### src/rtl/fsp_pkg.sv
package fsp_pkg;
  localparam logic [2:0] SEL_PLO  = 3'd0;
  localparam logic [2:0] SEL_PHI  = 3'd1;
  localparam logic [2:0] SEL_PUP  = 3'd2;
  localparam logic [2:0] SEL_CTRL = 3'd3;
  localparam logic [2:0] SEL_KEY  = 3'd4;

  localparam int CB_WREN  = 0;
  localparam int CB_ERASE = 1;
  localparam int CB_START = 2;

  typedef enum logic [1:0] {
    TM_HOLD    = 2'd0,
    TM_POSTINC = 2'd1,
    TM_POSTDEC = 2'd2,
    TM_PREINC  = 2'd3
  } tmode_e;

  typedef enum logic [1:0] {
    UK_IDLE  = 2'd0,
    UK_HALF  = 2'd1,
    UK_ARMED = 2'd2
  } ukey_e;
endpackage

### src/rtl/fsp_tblptr.sv
module fsp_tblptr
  import fsp_pkg::*;
#(
  parameter int PTR_W = 21
) (
  input  logic             clk,
  input  logic             rst,
  input  logic             wr_byte_en,
  input  logic [1:0]       byte_sel,
  input  logic [7:0]       byte_val,
  input  logic             step_en,
  input  logic [1:0]       mode,
  output logic [PTR_W-1:0] ptr,
  output logic [PTR_W-1:0] eff_addr
);
  localparam int UP_W = PTR_W - 16;

  logic [PTR_W-1:0] plus1, minus1, nxt;

  assign plus1    = ptr + PTR_W'(1);
  assign minus1   = ptr - PTR_W'(1);
  assign eff_addr = (tmode_e'(mode) == TM_PREINC) ? plus1 : ptr;

  always_comb begin
    nxt = ptr;
    if (wr_byte_en) begin
      case (byte_sel)
        2'd0:    nxt[7:0]        = byte_val;
        2'd1:    nxt[15:8]       = byte_val;
        default: nxt[PTR_W-1:16] = byte_val[UP_W-1:0];
      endcase
    end else if (step_en) begin
      case (tmode_e'(mode))
        TM_HOLD:    nxt = ptr;
        TM_POSTINC: nxt = plus1;
        TM_POSTDEC: nxt = minus1;
        TM_PREINC:  nxt = plus1;
      endcase
    end
  end

  always_ff @(posedge clk) begin
    if (rst) ptr <= '0;
    else     ptr <= nxt;
  end
endmodule

### src/rtl/fsp_holdbuf.sv
module fsp_holdbuf #(
  parameter int BYTES = 8,
  parameter int AW    = 3
) (
  input  logic               clk,
  input  logic               rst,
  input  logic               we,
  input  logic [AW-1:0]      waddr,
  input  logic [7:0]         wdata,
  input  logic               clr,
  output logic [8*BYTES-1:0] row
);
  logic [7:0] slot [BYTES];

  always_ff @(posedge clk) begin
    if (rst || clr) begin
      for (int i = 0; i < BYTES; i++) slot[i] <= 8'hFF;
    end else if (we) begin
      slot[waddr] <= wdata;
    end
  end

  for (genvar g = 0; g < BYTES; g++) begin : g_row
    assign row[8*g +: 8] = slot[g];
  end
endmodule

### src/rtl/fsp_unlock.sv
module fsp_unlock
  import fsp_pkg::*;
#(
  parameter logic [7:0] KEY1 = 8'h55,
  parameter logic [7:0] KEY2 = 8'hAA
) (
  input  logic       clk,
  input  logic       rst,
  input  logic       reg_we,
  input  logic [2:0] reg_sel,
  input  logic [7:0] reg_wdata,
  input  logic       tbl_wr,
  input  logic       wren,
  output logic       start_ok,
  output logic       start_bad,
  output logic       armed
);
  ukey_e st, st_nx;
  logic  is_key, is_start;

  assign is_key    = reg_we && (reg_sel == SEL_KEY);
  assign is_start  = reg_we && (reg_sel == SEL_CTRL) && reg_wdata[CB_START];
  assign armed     = (st == UK_ARMED);
  assign start_ok  = is_start && armed && wren;
  assign start_bad = is_start && !(armed && wren);

  always_comb begin
    st_nx = st;
    if (is_key && reg_wdata == KEY1)                       st_nx = UK_HALF;
    else if (is_key && reg_wdata == KEY2 && st == UK_HALF) st_nx = UK_ARMED;
    else if (reg_we || tbl_wr)                             st_nx = UK_IDLE;
  end

  always_ff @(posedge clk) begin
    if (rst) st <= UK_IDLE;
    else     st <= st_nx;
  end


  rekey_chk: assert property (@(posedge clk) disable iff (rst)
    start_ok |=> !armed);
endmodule

### src/rtl/flash_selfprog.sv
module flash_selfprog
  import fsp_pkg::*;
#(
  parameter int         PTR_W       = 21,
  parameter int         BUF_BYTES   = 8,
  parameter int         ERASE_BYTES = 64,
  parameter logic [7:0] KEY1        = 8'h55,
  parameter logic [7:0] KEY2        = 8'hAA
) (
  input  logic                   clk,
  input  logic                   rst,
  input  logic                   reg_we,
  input  logic [2:0]             reg_sel,
  input  logic [7:0]             reg_wdata,
  input  logic                   tbl_go,
  input  logic                   tbl_write,
  input  logic [1:0]             tbl_mode,
  input  logic [7:0]             tbl_wdata,
  output logic [7:0]             tbl_latch,
  output logic [PTR_W-1:0]       tbl_ptr,
  output logic                   wr_enable,
  output logic                   erase_mode,
  output logic                   key_err,
  output logic                   cpu_stall,
  output logic                   fl_req,
  output logic                   fl_erase,
  output logic [PTR_W-1:0]       fl_row_addr,
  output logic [8*BUF_BYTES-1:0] fl_wdata,
  input  logic                   fl_done,
  output logic [PTR_W-1:0]       fl_raddr,
  input  logic [7:0]             fl_rdata
);
  localparam int BUF_AW   = $clog2(BUF_BYTES);
  localparam int ERASE_AW = $clog2(ERASE_BYTES);
  localparam logic [PTR_W-1:0] PROG_MASK  = {{(PTR_W-BUF_AW){1'b1}}, {BUF_AW{1'b0}}};
  localparam logic [PTR_W-1:0] ERASE_MASK = {{(PTR_W-ERASE_AW){1'b1}}, {ERASE_AW{1'b0}}};

  logic             live, rw, tstep, ptr_wr, ctrl_wr, tbl_wr_ev, commit_clr;
  logic             start_ok, start_bad, armed;
  logic [PTR_W-1:0] eff_addr;

  assign live       = !cpu_stall;
  assign rw         = reg_we && live;
  assign tstep      = tbl_go && live;
  assign ptr_wr     = rw && (reg_sel <= SEL_PUP);
  assign ctrl_wr    = rw && (reg_sel == SEL_CTRL);
  assign tbl_wr_ev  = tstep && tbl_write;
  assign commit_clr = cpu_stall && fl_done && !fl_erase;
  assign fl_raddr   = eff_addr;

  fsp_tblptr #(.PTR_W(PTR_W)) u_ptr (
    .clk       (clk),
    .rst       (rst),
    .wr_byte_en(ptr_wr),
    .byte_sel  (reg_sel[1:0]),
    .byte_val  (reg_wdata),
    .step_en   (tstep),
    .mode      (tbl_mode),
    .ptr       (tbl_ptr),
    .eff_addr  (eff_addr)
  );

  fsp_holdbuf #(.BYTES(BUF_BYTES), .AW(BUF_AW)) u_buf (
    .clk  (clk),
    .rst  (rst),
    .we   (tbl_wr_ev),
    .waddr(eff_addr[BUF_AW-1:0]),
    .wdata(tbl_wdata),
    .clr  (commit_clr),
    .row  (fl_wdata)
  );

  fsp_unlock #(.KEY1(KEY1), .KEY2(KEY2)) u_key (
    .clk      (clk),
    .rst      (rst),
    .reg_we   (rw),
    .reg_sel  (reg_sel),
    .reg_wdata(reg_wdata),
    .tbl_wr   (tbl_wr_ev),
    .wren     (wr_enable),
    .start_ok (start_ok),
    .start_bad(start_bad),
    .armed    (armed)
  );

  always_ff @(posedge clk) begin
    if (rst) begin
      wr_enable   <= 1'b0;
      erase_mode  <= 1'b0;
      key_err     <= 1'b0;
      cpu_stall   <= 1'b0;
      fl_req      <= 1'b0;
      fl_erase    <= 1'b0;
      fl_row_addr <= '0;
      tbl_latch   <= '0;
    end else begin
      fl_req <= start_ok;
      if (ctrl_wr) begin
        wr_enable  <= reg_wdata[CB_WREN];
        erase_mode <= reg_wdata[CB_ERASE];
      end
      if (start_bad)     key_err <= 1'b1;
      else if (start_ok) key_err <= 1'b0;
      if (start_ok) begin
        cpu_stall   <= 1'b1;
        fl_erase    <= reg_wdata[CB_ERASE];
        fl_row_addr <= tbl_ptr & (reg_wdata[CB_ERASE] ? ERASE_MASK : PROG_MASK);
      end else if (cpu_stall && fl_done) begin
        cpu_stall <= 1'b0;
      end
      if (tstep && !tbl_write) tbl_latch <= fl_rdata;
    end
  end


  bad_start_chk: assert property (@(posedge clk) disable iff (rst)
    ctrl_wr && reg_wdata[CB_START] && !armed |=> key_err && !fl_req);

  req_pulse_chk: assert property (@(posedge clk) disable iff (rst)
    fl_req |=> !fl_req);

  req_in_busy_chk: assert property (@(posedge clk) disable iff (rst)
    fl_req |-> cpu_stall);

  stall_hold_chk: assert property (@(posedge clk) disable iff (rst)
    cpu_stall && !fl_done |=> cpu_stall);

  done_release_chk: assert property (@(posedge clk) disable iff (rst)
    cpu_stall && fl_done |=> !cpu_stall);
endmodule

### config.mk
export PLATFORM = sky130hd
export DESIGN_NAME = flash_selfprog
export DESIGN_NICKNAME = d
export VERILOG_FILES = /design/src/rtl/fsp_pkg.sv /design/src/rtl/fsp_tblptr.sv /design/src/rtl/fsp_holdbuf.sv /design/src/rtl/fsp_unlock.sv /design/src/rtl/flash_selfprog.sv
export SDC_FILE = /design/constraint.sdc
export NUM_CORES = 1
export LEC_CHECK = 0
export BUFFER_PORTS_ARGS = -buffer_cell sky130_fd_sc_hd__clkbuf_2
export CAP_MARGIN = 20
export CORE_ASPECT_RATIO = 1.5
export CORE_MARGIN = 1.5
export CORE_UTILIZATION = 44
export CTS_BUF_LIST = sky130_fd_sc_hd__clkbuf_4 sky130_fd_sc_hd__clkbuf_8
export CTS_CLUSTER_DIAMETER = 100
export DETAILED_ROUTE_END_ITERATION = 8
export PLACE_DENSITY_LB_ADDON = 0.2
export SYNTH_ARGS = -nofsm -noshare
export SYNTH_HDL_FRONTEND = slang
export SYNTH_SLANG_ARGS = --single-unit
### constraint.sdc
create_clock -name clk -period 2.45 [get_ports clk]
set_input_delay 0.1225 -clock clk [delete_from_list [all_inputs] [get_ports clk]]
set_output_delay 0.1225 -clock clk [all_outputs]
set_load 0.02 [all_outputs]
==> results.md, run 1 <==
- EDFF count, synth: 64
- Power Density: 637 mW/mm^2
- Synth warnings: 0
- Mapped Cells: 636
- Slew Limit Fails: 0
- Count leader, synth: nand2_1
- Flops & latches, synth: 119
- Critical path peak fanout: 6
- Synth top area cells: edfxtp_1 31%, dfxtp_1 18%, nand2b_1 4.9%, nand2_1 4.1%, a21oi_1 3.7%
- RSZ-0062 raised after global routing: true
- Gpl congestion: 0.970
- Drt wl/cell: 19.5 um
- Setup tns final: 0 ns
- Post-synth ARST share: 0
- Largest area contributor in the netlist: edfxtp_1
- Fmax: 0.424 GHz
- Multi-input gate area: 0.00288 mm^2
- Final ANT Viol Nets: 0
- Synth top area share: 0.314
- Syn avg cell area: 9.61 um^2
- CTS Root Cell: clkbuf_8
- Number of global-route vias before repair: 5920
- # IOs: 176
- CTS tree: yes
- Leak pwr: 3.05 nW
- Nets: 895
- Final critical-path required period: 2.36 ns
- Ys flop type: edfxtp_1
- Yosys cell types: 72
- CTS buffer count: 17
- First-pass GRT wire length: 31.2 mm
- Non-filler cells, final: 1033
- Post-DP HPWL: 15.3 mm
- Diode count: 0
- Core Area: 0.0135 mm^2
- Sink Count: 119
- Kind of critical path: flip-flop to output pin
- Grt total ovfl: 0
- Gr usage total: 0.278
- Via count: 5932
- Port-buffer cells: 172
- Post-synthesis sequential area ratio: 0.495
- Worst VDD drop: 0.000348 V
- Hold WC Path Type: primary input to flip-flop
- Critical path arrival: 2.23 ns
- Die width: 99.2 um
- Final setup vio count: 0
- R2R Setup Slk: 0.22 ns
- Reg clk slew, reported paths: 0.08 ns
- Final hold viol count: 0
- Min Hold Slack: 0.0446 ns
- Post-Route WL: 20.2 mm
- DIE AREA: 0.0146 mm^2
- Clk buf depth: 2
- Layout cells sized above 1: 0.367
- Skew final: 0.00920 ns
- Synth cell count leaders: 66 x nand2_1, 64 x edfxtp_1, 55 x dfxtp_1
- Pre-antenna DRT Iters: 5
- Fillers: 1256
- Worst skew pair latency: 0.43 ns
- Initial Util: 0.452
- Drt drc: 0
- CP startpoint kind: flip-flop
- Drt initial violations: 489
- Crit path required time: 2.33 ns
- Outcome: finished, final reports clean
- Critical Path End Type: output pin
- Sequential cell area: 0.00304 mm^2
- Largest net degree at the start of global routing: 32
- Initial antenna violation count: 0
- Die Height: 147 um
- MaxCap Viol Count: 0
- Post-layout power: 5.11 mW
- Synth-to-layout area growth: 31.3%
- Tcrit/Tclk final: 0.962
- Routed vias/inst: 5.74
- Netlist Area Pre-Place: 0.00611 mm^2
- Inst Count DP: 988
- Number of cell rows: 52
- CTS HTree Levels: 4
-- flip-flops by register name (all words and copies together), names as in the netlist --
| register | cells |
|---|---|
| u_buf.slot | 64 |
| key_err | 1 |
| wr_enable | 1 |
| erase_mode | 1 |
| cpu_stall | 1 |
| fl_row_addr | 18 |
| tbl_latch | 8 |
| fl_erase | 1 |
| fl_req | 1 |
| u_key.st | 2 |
| u_ptr.ptr | 21 |
-- routing by layer --
| layer | GRT usage | share of wire | vias to the layer above |
|---|---|---|---|
| met2 | 0.503 | 0.52 | 298 |
| li1 | - | - | 2735 |
| met5 | 0 | 0 | - |
| met1 | 0.296 | 0.36 | 2841 |
| met4 | 0.166 | 0.054 | 0 |
| met3 | 0.0533 | 0.066 | 58 |
-- repair_timing --
action / CTS / global route
endpoints found under the hold margin: 11 / 0
gates resized for setup: 11 / 5
setup endpoints to repair: 10 / 20
hold buffers: 11 / 0
setup buffers: 2 / 0
pin swaps: 1 / 0
-- logic make-up (layout without fill, tap and decap cells) --
| logic type | count (synthesis) | count (layout) | share of synthesized area |
|---|---|---|---|
| mux | 21 | 21 | 0.0352 |
| flops | 119 | 119 | 0.495 |
| buf+inv | 56 | 289 | 0.0416 |
| simple gates | 292 | 292 | 0.268 |
| compound gates | 124 | 124 | 0.124 |
| fa+ha+maj | 2 | 2 | 0.00409 |
| xor+xnor | 21 | 21 | 0.0313 |
| other cells | 1 | 3 | 0.000614 |
-- layout make-up --
| cell class | count | share of cell area |
|---|---|---|
| timing repair buffer | 245 | 0.181 |
| inverter | 12 | 0.00562 |
| sequential | 119 | 0.379 |
| tap | 162 | 0.0253 |
| clock inverter | 15 | 0.0209 |
| multi-input combinational | 463 | 0.359 |
| clock buffer | 17 | 0.0292 |
-- worst max-delay path: stages (launching register included) --
cell and delay [ns]:
dfxtp_1 0.38, and4_4 0.28, or4b_4 0.53, nor2_2 0.14, nand2_1 0.08, xnor2_1 0.18, clkbuf_2 0.20
-- worst paths after layout --
path,to,start,depth (start not counted)
worst min-delay path,u_key.st[0],reg_wdata[5],4
worst max register to register,u_ptr.ptr[13],u_ptr.ptr[9],6
worst min register to register,fl_row_addr[14],fl_row_addr[14],2
worst max-delay path,fl_raddr[19],u_ptr.ptr[9],6
-- cell usage in the layout, fill, tap and decap left out, types with 8 or more instances in the layout --
cell             n
a21oi_1         45
a31oi_1         11
and3_1          14
buf_4           61
clkbuf_2       171
clkbuf_8        17
dfxtp_1         50
dlygate4sd3_1   11
edfxtp_1        64
inv_1           12
mux2i_1         17
nand2_1         65
nand2b_1        45
nand3_1         15
nand4_1         13
nor2_1          35
nor3_1          16
nor3b_1          8
o21ai_0         28
or2_2           18
or3_1           15
xnor2_1         12
-- where the power goes --
part	switching (mW)	internal, mW	total [mW]
combinational	0.660	0.422	1.08
clock	0.885	0.923	1.81
sequential	0.0703	2.15	2.22
total	1.62	3.50	5.11
-- metrics by stage --
stage          utilization  cell area [um^2]  worst slack, ns
6_report             0.593              8020           0.0937
3_5_place_dp         0.551              7460            0.205
2_1_floorplan            -              6140          -0.0534
3_3_place_gp         0.551              7450            0.241
5_1_grt              0.593              8020          -0.0625
4_1_cts              0.592              8010          0.00898
Power figures use the tool's default switching activity.
==> run 2, diff against run 1 <==
--- a/config.mk
+++ b/config.mk
@@ -5,11 +5,12 @@
 export SDC_FILE = /design/constraint.sdc
 export NUM_CORES = 1
 export LEC_CHECK = 0
+export ABC_AREA = 0
 export BUFFER_PORTS_ARGS = -buffer_cell sky130_fd_sc_hd__clkbuf_2
 export CAP_MARGIN = 20
 export CORE_ASPECT_RATIO = 1.5
 export CORE_MARGIN = 1.5
-export CORE_UTILIZATION = 44
+export CORE_UTILIZATION = 45
 export CTS_BUF_LIST = sky130_fd_sc_hd__clkbuf_4 sky130_fd_sc_hd__clkbuf_8
 export CTS_CLUSTER_DIAMETER = 100
 export DETAILED_ROUTE_END_ITERATION = 8
==> run 2 against run 1 <==
  * Setup slack improved by 0.013 ns
  * Wire length barely moved
  * Total power fell by 0.25%
  * Non-clock buffer count rose by 2
  * Hold slack improved by 0.012 ns
  * Sequential power barely moved
  * Sequential cell count did not move
  * Register-to-register slack got worse by 0.03 ns
  * Via count fell by 0.66%
  * Sequential share of layout area fell by 0.15 points
  * Clock skew rose by 0.019 ns
  * Critical path depth rose by 1
  * Critical path type unchanged
==> results.md, run 2 (synthesis gave the netlist of run 1 again) <==
- Port-buffer cells: 172
- Reg clk slew, reported paths: 0.08 ns
- Post-DP HPWL: 14.9 mm
- Outcome: finished, final reports clean
- Inst Count DP: 983
- Final critical-path required period: 2.34 ns
- Sequential cell area: 0.00304 mm^2
- Layout cells sized above 1: 0.364
- Most frequent cells in the layout: 168 x clkbuf_2, 66 x nand2_1, 64 x edfxtp_1
- Min Hold Slack: 0.0565 ns
- Multi-input gate area: 0.00291 mm^2
- Worst-Margin Slew: 0.563 ns
- Sink Count: 119
- Via count: 5893
- Slew Limit Fails: 0
- Final hold viol count: 0
- Post-layout power: 5.10 mW
- Hold WC Path Type: primary input to flip-flop
- Crit path required time: 2.33 ns
- Diode count: 0
- CTS HTree Levels: 4
- Slew margin rel.: 0.625
- Drt initial violations: 361
- Fillers: 1218
- DIE AREA: 0.0143 mm^2
- Clk buf depth: 2
- Fmax: 0.427 GHz
- Power Density: 632 mW/mm^2
- Drt wl/cell: 19.5 um
- CTS buffer count: 17
- Max FFs per register: 64
- Gr usage total: 0.282
- Most common cell after layout, fill and taps aside: clkbuf_2
- Grt total ovfl: 0
- Initial antenna violation count: 0
- MaxCap Viol Count: 0
- Worst skew pair latency: 0.45 ns
- Nets: 897
- CP startpoint kind: flip-flop
- Worst R2R Path Depth: 6
- CTS tree: yes
- Routed vias/inst: 5.69
- Final setup vio count: 0
- Non-filler cells, final: 1035
- Hold Path Depth: 4
- Critical Path End Type: output pin
- Biggest regs: u_buf.slot x64, u_ptr.ptr x21, fl_row_addr x18
- First-pass GRT wire length: 31.3 mm
- Kind of critical path: flip-flop to output pin
- Critical path peak fanout: 6
- Pre-antenna DRT Iters: 5
- CTS Root Cell: clkbuf_8
- Top reg by flops: u_buf.slot
- Largest net degree at the start of global routing: 48
- Post-Route WL: 20.2 mm
- Pre-CTS WS: 0.168 ns
- Initial Util: 0.456
- Core Area: 0.0134 mm^2
- Final ANT Viol Nets: 0
- Skew final: 0.0277 ns
- Die width: 98.1 um
- Number of cell rows: 52
- Worst VDD drop: 0.000366 V
- Die Height: 146 um
- Number of global-route vias before repair: 5892
- Drt drc: 0
- Tcrit/Tclk final: 0.957
- Critical path arrival: 2.22 ns
- Final WS setup: 0.106 ns
- Leak pwr: 3.07 nW
- # IOs: 176
- Synth-to-layout area growth: 32.0%
- Gpl congestion: 0.954
[run 2: final timing paths]
path / from / to / slack [ns]
worst max-delay path: u_ptr.ptr[4] / fl_raddr[16] / 0.11
worst min-delay path: reg_wdata[5] / u_key.st[0] / 0.06
worst max register to register: u_ptr.ptr[9] / u_ptr.ptr[13] / 0.19
worst min register to register: fl_row_addr[15] / fl_row_addr[15] / 0.46
[run 2: repair_timing]
item	4_1_cts	5_1_grt
endpoints found under the setup margin	10	10
hold buffers	18	0
gates cloned	0	0
pin swaps	1	3
gates resized for setup	9	22
buffers inserted	2	0
hold endpoints to repair	10	0
[run 2: final cells by class]
cell class / instances / area share
Timing Repair Buffer: 247 / 0.184
Multi-Input combinational cell: 463 / 0.361
Clock inverter: 15 / 0.0189
Tap cell: 162 / 0.0251
Inverter: 12 / 0.00558
Clock buffer: 17 / 0.0290
Sequential cell: 119 / 0.377
[run 2: power by group]
group | switching, mW | internal, mW | leakage [nW]
registers | 0.0807 | 2.15 | 0.903
logic | 0.653 | 0.428 | 1.98
clock network | 0.880 | 0.905 | 0.188
[run 2: layer usage]
metal / GRT usage / vias up / share of wire
met3: 0.0557 / 54 / 0.060
met4: 0.149 / 0 / 0.039
met1: 0.304 / 2800 / 0.36
met2: 0.513 / 282 / 0.54
met5: 0 / - / 0
li1: - / 2757 / -
[run 2: critical path, cell delays in order (launching register included)]
cell and delay (ns):
dfxtp_4 0.40, buf_4 0.18, and4_2 0.27, and2_1 0.17, nand4_1 0.15, nor2_1 0.16
xor2_1 0.22, clkbuf_2 0.21
[run 2: stage by stage]
stage | TNS [ns] | area [um^2] | util
CTS | 0 | 8000 | 0.597
detailed placement | 0 | 7410 | 0.553
global placement | 0 | 7400 | 0.552
finish | 0 | 8070 | 0.602
floorplan | -1.20 | 6140 | -
global route | -0.00192 | 8070 | 0.602
==> run 3, diff against run 2 <==
==> constraint.sdc (replaced) <==
create_clock -name clk -period 2.35 [get_ports clk]
set_input_delay 0.1175 -clock clk [delete_from_list [all_inputs] [get_ports clk]]
set_output_delay 0.1175 -clock clk [all_outputs]
set_load 0.02 [all_outputs]
==> run 3 against run 2 <==
  * Sequential cell count did not move
  * Sequential share of layout area shrank 0.54 points
  * First-iteration DRC count up 11%
  * Combinational power rose by 8%
  * Die area stayed put
  * Critical path depth down 2
  * Sequential power up 3%
  * Cell area is 1.2% higher
  * Clock power rose by 19%
  * Hold slack lost 0.018 ns
  * Core utilization is 0.73 points higher
  * Critical path type unchanged
  * Critical endpoint is now fl_raddr[15]
  * Largest cell class unchanged
  * Largest power group unchanged
  * Highest routed layer unchanged
==> results.md, run 3 (synthesis gave the netlist of run 1 again) <==
- Outcome: finished, final reports clean
- Most frequent cells in the layout: 169 x clkbuf_2, 64 x nand2_1, 64 x edfxtp_1
- Gr usage total: 0.282
- Post-Route WL: 20.2 mm
- Number of global-route vias before repair: 5638
- CTS buffer count: 17
- Drt wl/cell: 19.5 um
- Worst VDD drop: 0.000377 V
- Critical path peak fanout: 5
- Drt initial violations: 401
- Tcrit/Tclk final: 0.978
- First-pass GRT wire length: 31.3 mm
- RSZ-0062 raised after global routing: true
- Top reg by flops: u_buf.slot
- Final WS setup: 0.0514 ns
- CP startpoint kind: flip-flop
- CTS tree: yes
- CTS HTree Levels: 4
- CTS Root Cell: clkbuf_8
- Skew final: 0.00902 ns
- Util after Layout: 0.609
- MaxCap Viol Count: 0
- Port-buffer cells: 172
- Reg clk slew, reported paths: 0.07 ns
- Initial Util: 0.456
- Sink Count: 119
- Critical path arrival: 2.18 ns
- DIE AREA: 0.0143 mm^2
- Die Height: 146 um
- Nets: 895
- Diode count: 0
- Crit path required time: 2.23 ns
- Drt drc: 0
- Number of cell rows: 52
- Slew Limit Fails: 0
- Synth-to-layout area growth: 33.6%
- Gpl congestion: 1.02
- Worst skew pair latency: 0.43 ns
- Initial antenna violation count: 0
- Via count: 5845
- Final ANT Viol Nets: 0
- Routed vias/inst: 5.66
- Biggest regs: u_buf.slot x64, u_ptr.ptr x21, fl_row_addr x18
- Setup tns final: 0 ns
- Post-DP HPWL: 14.9 mm
- Final setup vio count: 0
- Final hold viol count: 0
- Layout cells sized above 1: 0.381
- Grt total ovfl: 0
- Fillers: 1160
- Fmax: 0.435 GHz
- Max FFs per register: 64
- Worst-Margin Slew: 0.586 ns
- Sequential cell area: 0.00304 mm^2
- Pre-antenna DRT Iters: 5
- Core Area: 0.0134 mm^2
- Multi-input gate area: 0.00297 mm^2
- Final critical-path required period: 2.30 ns
- Pre-CTS WS: -0.0913 ns
- Critical Path End Type: output pin
- Die width: 98.1 um
- Power Density: 684 mW/mm^2
- Clk buf depth: 2
- Largest net degree at the start of global routing: 35
- Hold WC Path Type: primary input to flip-flop
- Most common cell after layout, fill and taps aside: clkbuf_2
- Min Hold Slack: 0.0380 ns
- Leak pwr: 3.14 nW
- Slew margin rel.: 0.609
- Kind of critical path: flip-flop to output pin
- # IOs: 176
[run 3: cell count changes in the layout (fill, tap and decap cells not counted), sizes merged]
cell and delta:
buf +4, bufinv +2, clkbuf +4, clkinv -2
clkinvlp -1, dlygate4sd3 -8, inv -1
[run 3: per-stage QoR]
step           power (mW)  instances  cell area, um^2
4_1_cts              5.56       1026             8060
3_3_place_gp         3.42        974             7370
6_report             5.59       1033             8170
5_1_grt              5.78       1033             8170
3_5_place_dp         3.43        975             7380
2_1_floorplan        3.02        638             6170
[run 3: final timing paths]
kind | startpoint | slack [ns] | end | cells past startpoint
worst min-delay path | reg_wdata[5] | 0.04 | u_key.st[0] | 4
worst max register to register | u_ptr.ptr[4] | 0.08 | u_ptr.ptr[14] | 7
worst max-delay path | u_ptr.ptr[1] | 0.05 | fl_raddr[15] | 5
worst min register to register | fl_row_addr[13] | 0.46 | fl_row_addr[13] | 2
[run 3: repair_timing]
action                                  in CTS  in global routing
buffers inserted                             9                  7
hold endpoints to repair                    10                  0
hold buffers                                10                  0
endpoints found under the setup margin      58                 22
pin swaps                                    4                  5
resized for setup                           19                 15
[run 3: metal layers]
metal	wire, um	global-route usage	part of all wire	vias to the layer above
li1	-	-	-	2737
met1	7550	0.319	0.37	2761
met2	10500	0.504	0.52	289
met3	1220	0.0509	0.060	58
met4	858	0.137	0.043	0
met5	0	0	0	-
[run 3: layout make-up]
cell class,count,area share
well taps,162,0.0248
flip-flops and latches,119,0.372
clock buffers,19,0.0305
repair buffers,245,0.180
multi-input cells,463,0.364
inverters,12,0.00552
clock inverters,13,0.0241
[run 3: power breakdown]
group,total (mW),internal [mW],switching (mW)
Clock,2.11,1.19,0.919
Combinational,1.17,0.449,0.717
Sequential,2.31,2.25,0.0626
[run 3: critical path, cell delays in order (launching register included)]
cell and delay (ns):
dfxtp_4 0.38, nand4_1 0.18, or4b_4 0.62, nor3_4 0.23, xor2_2 0.20, buf_6 0.14
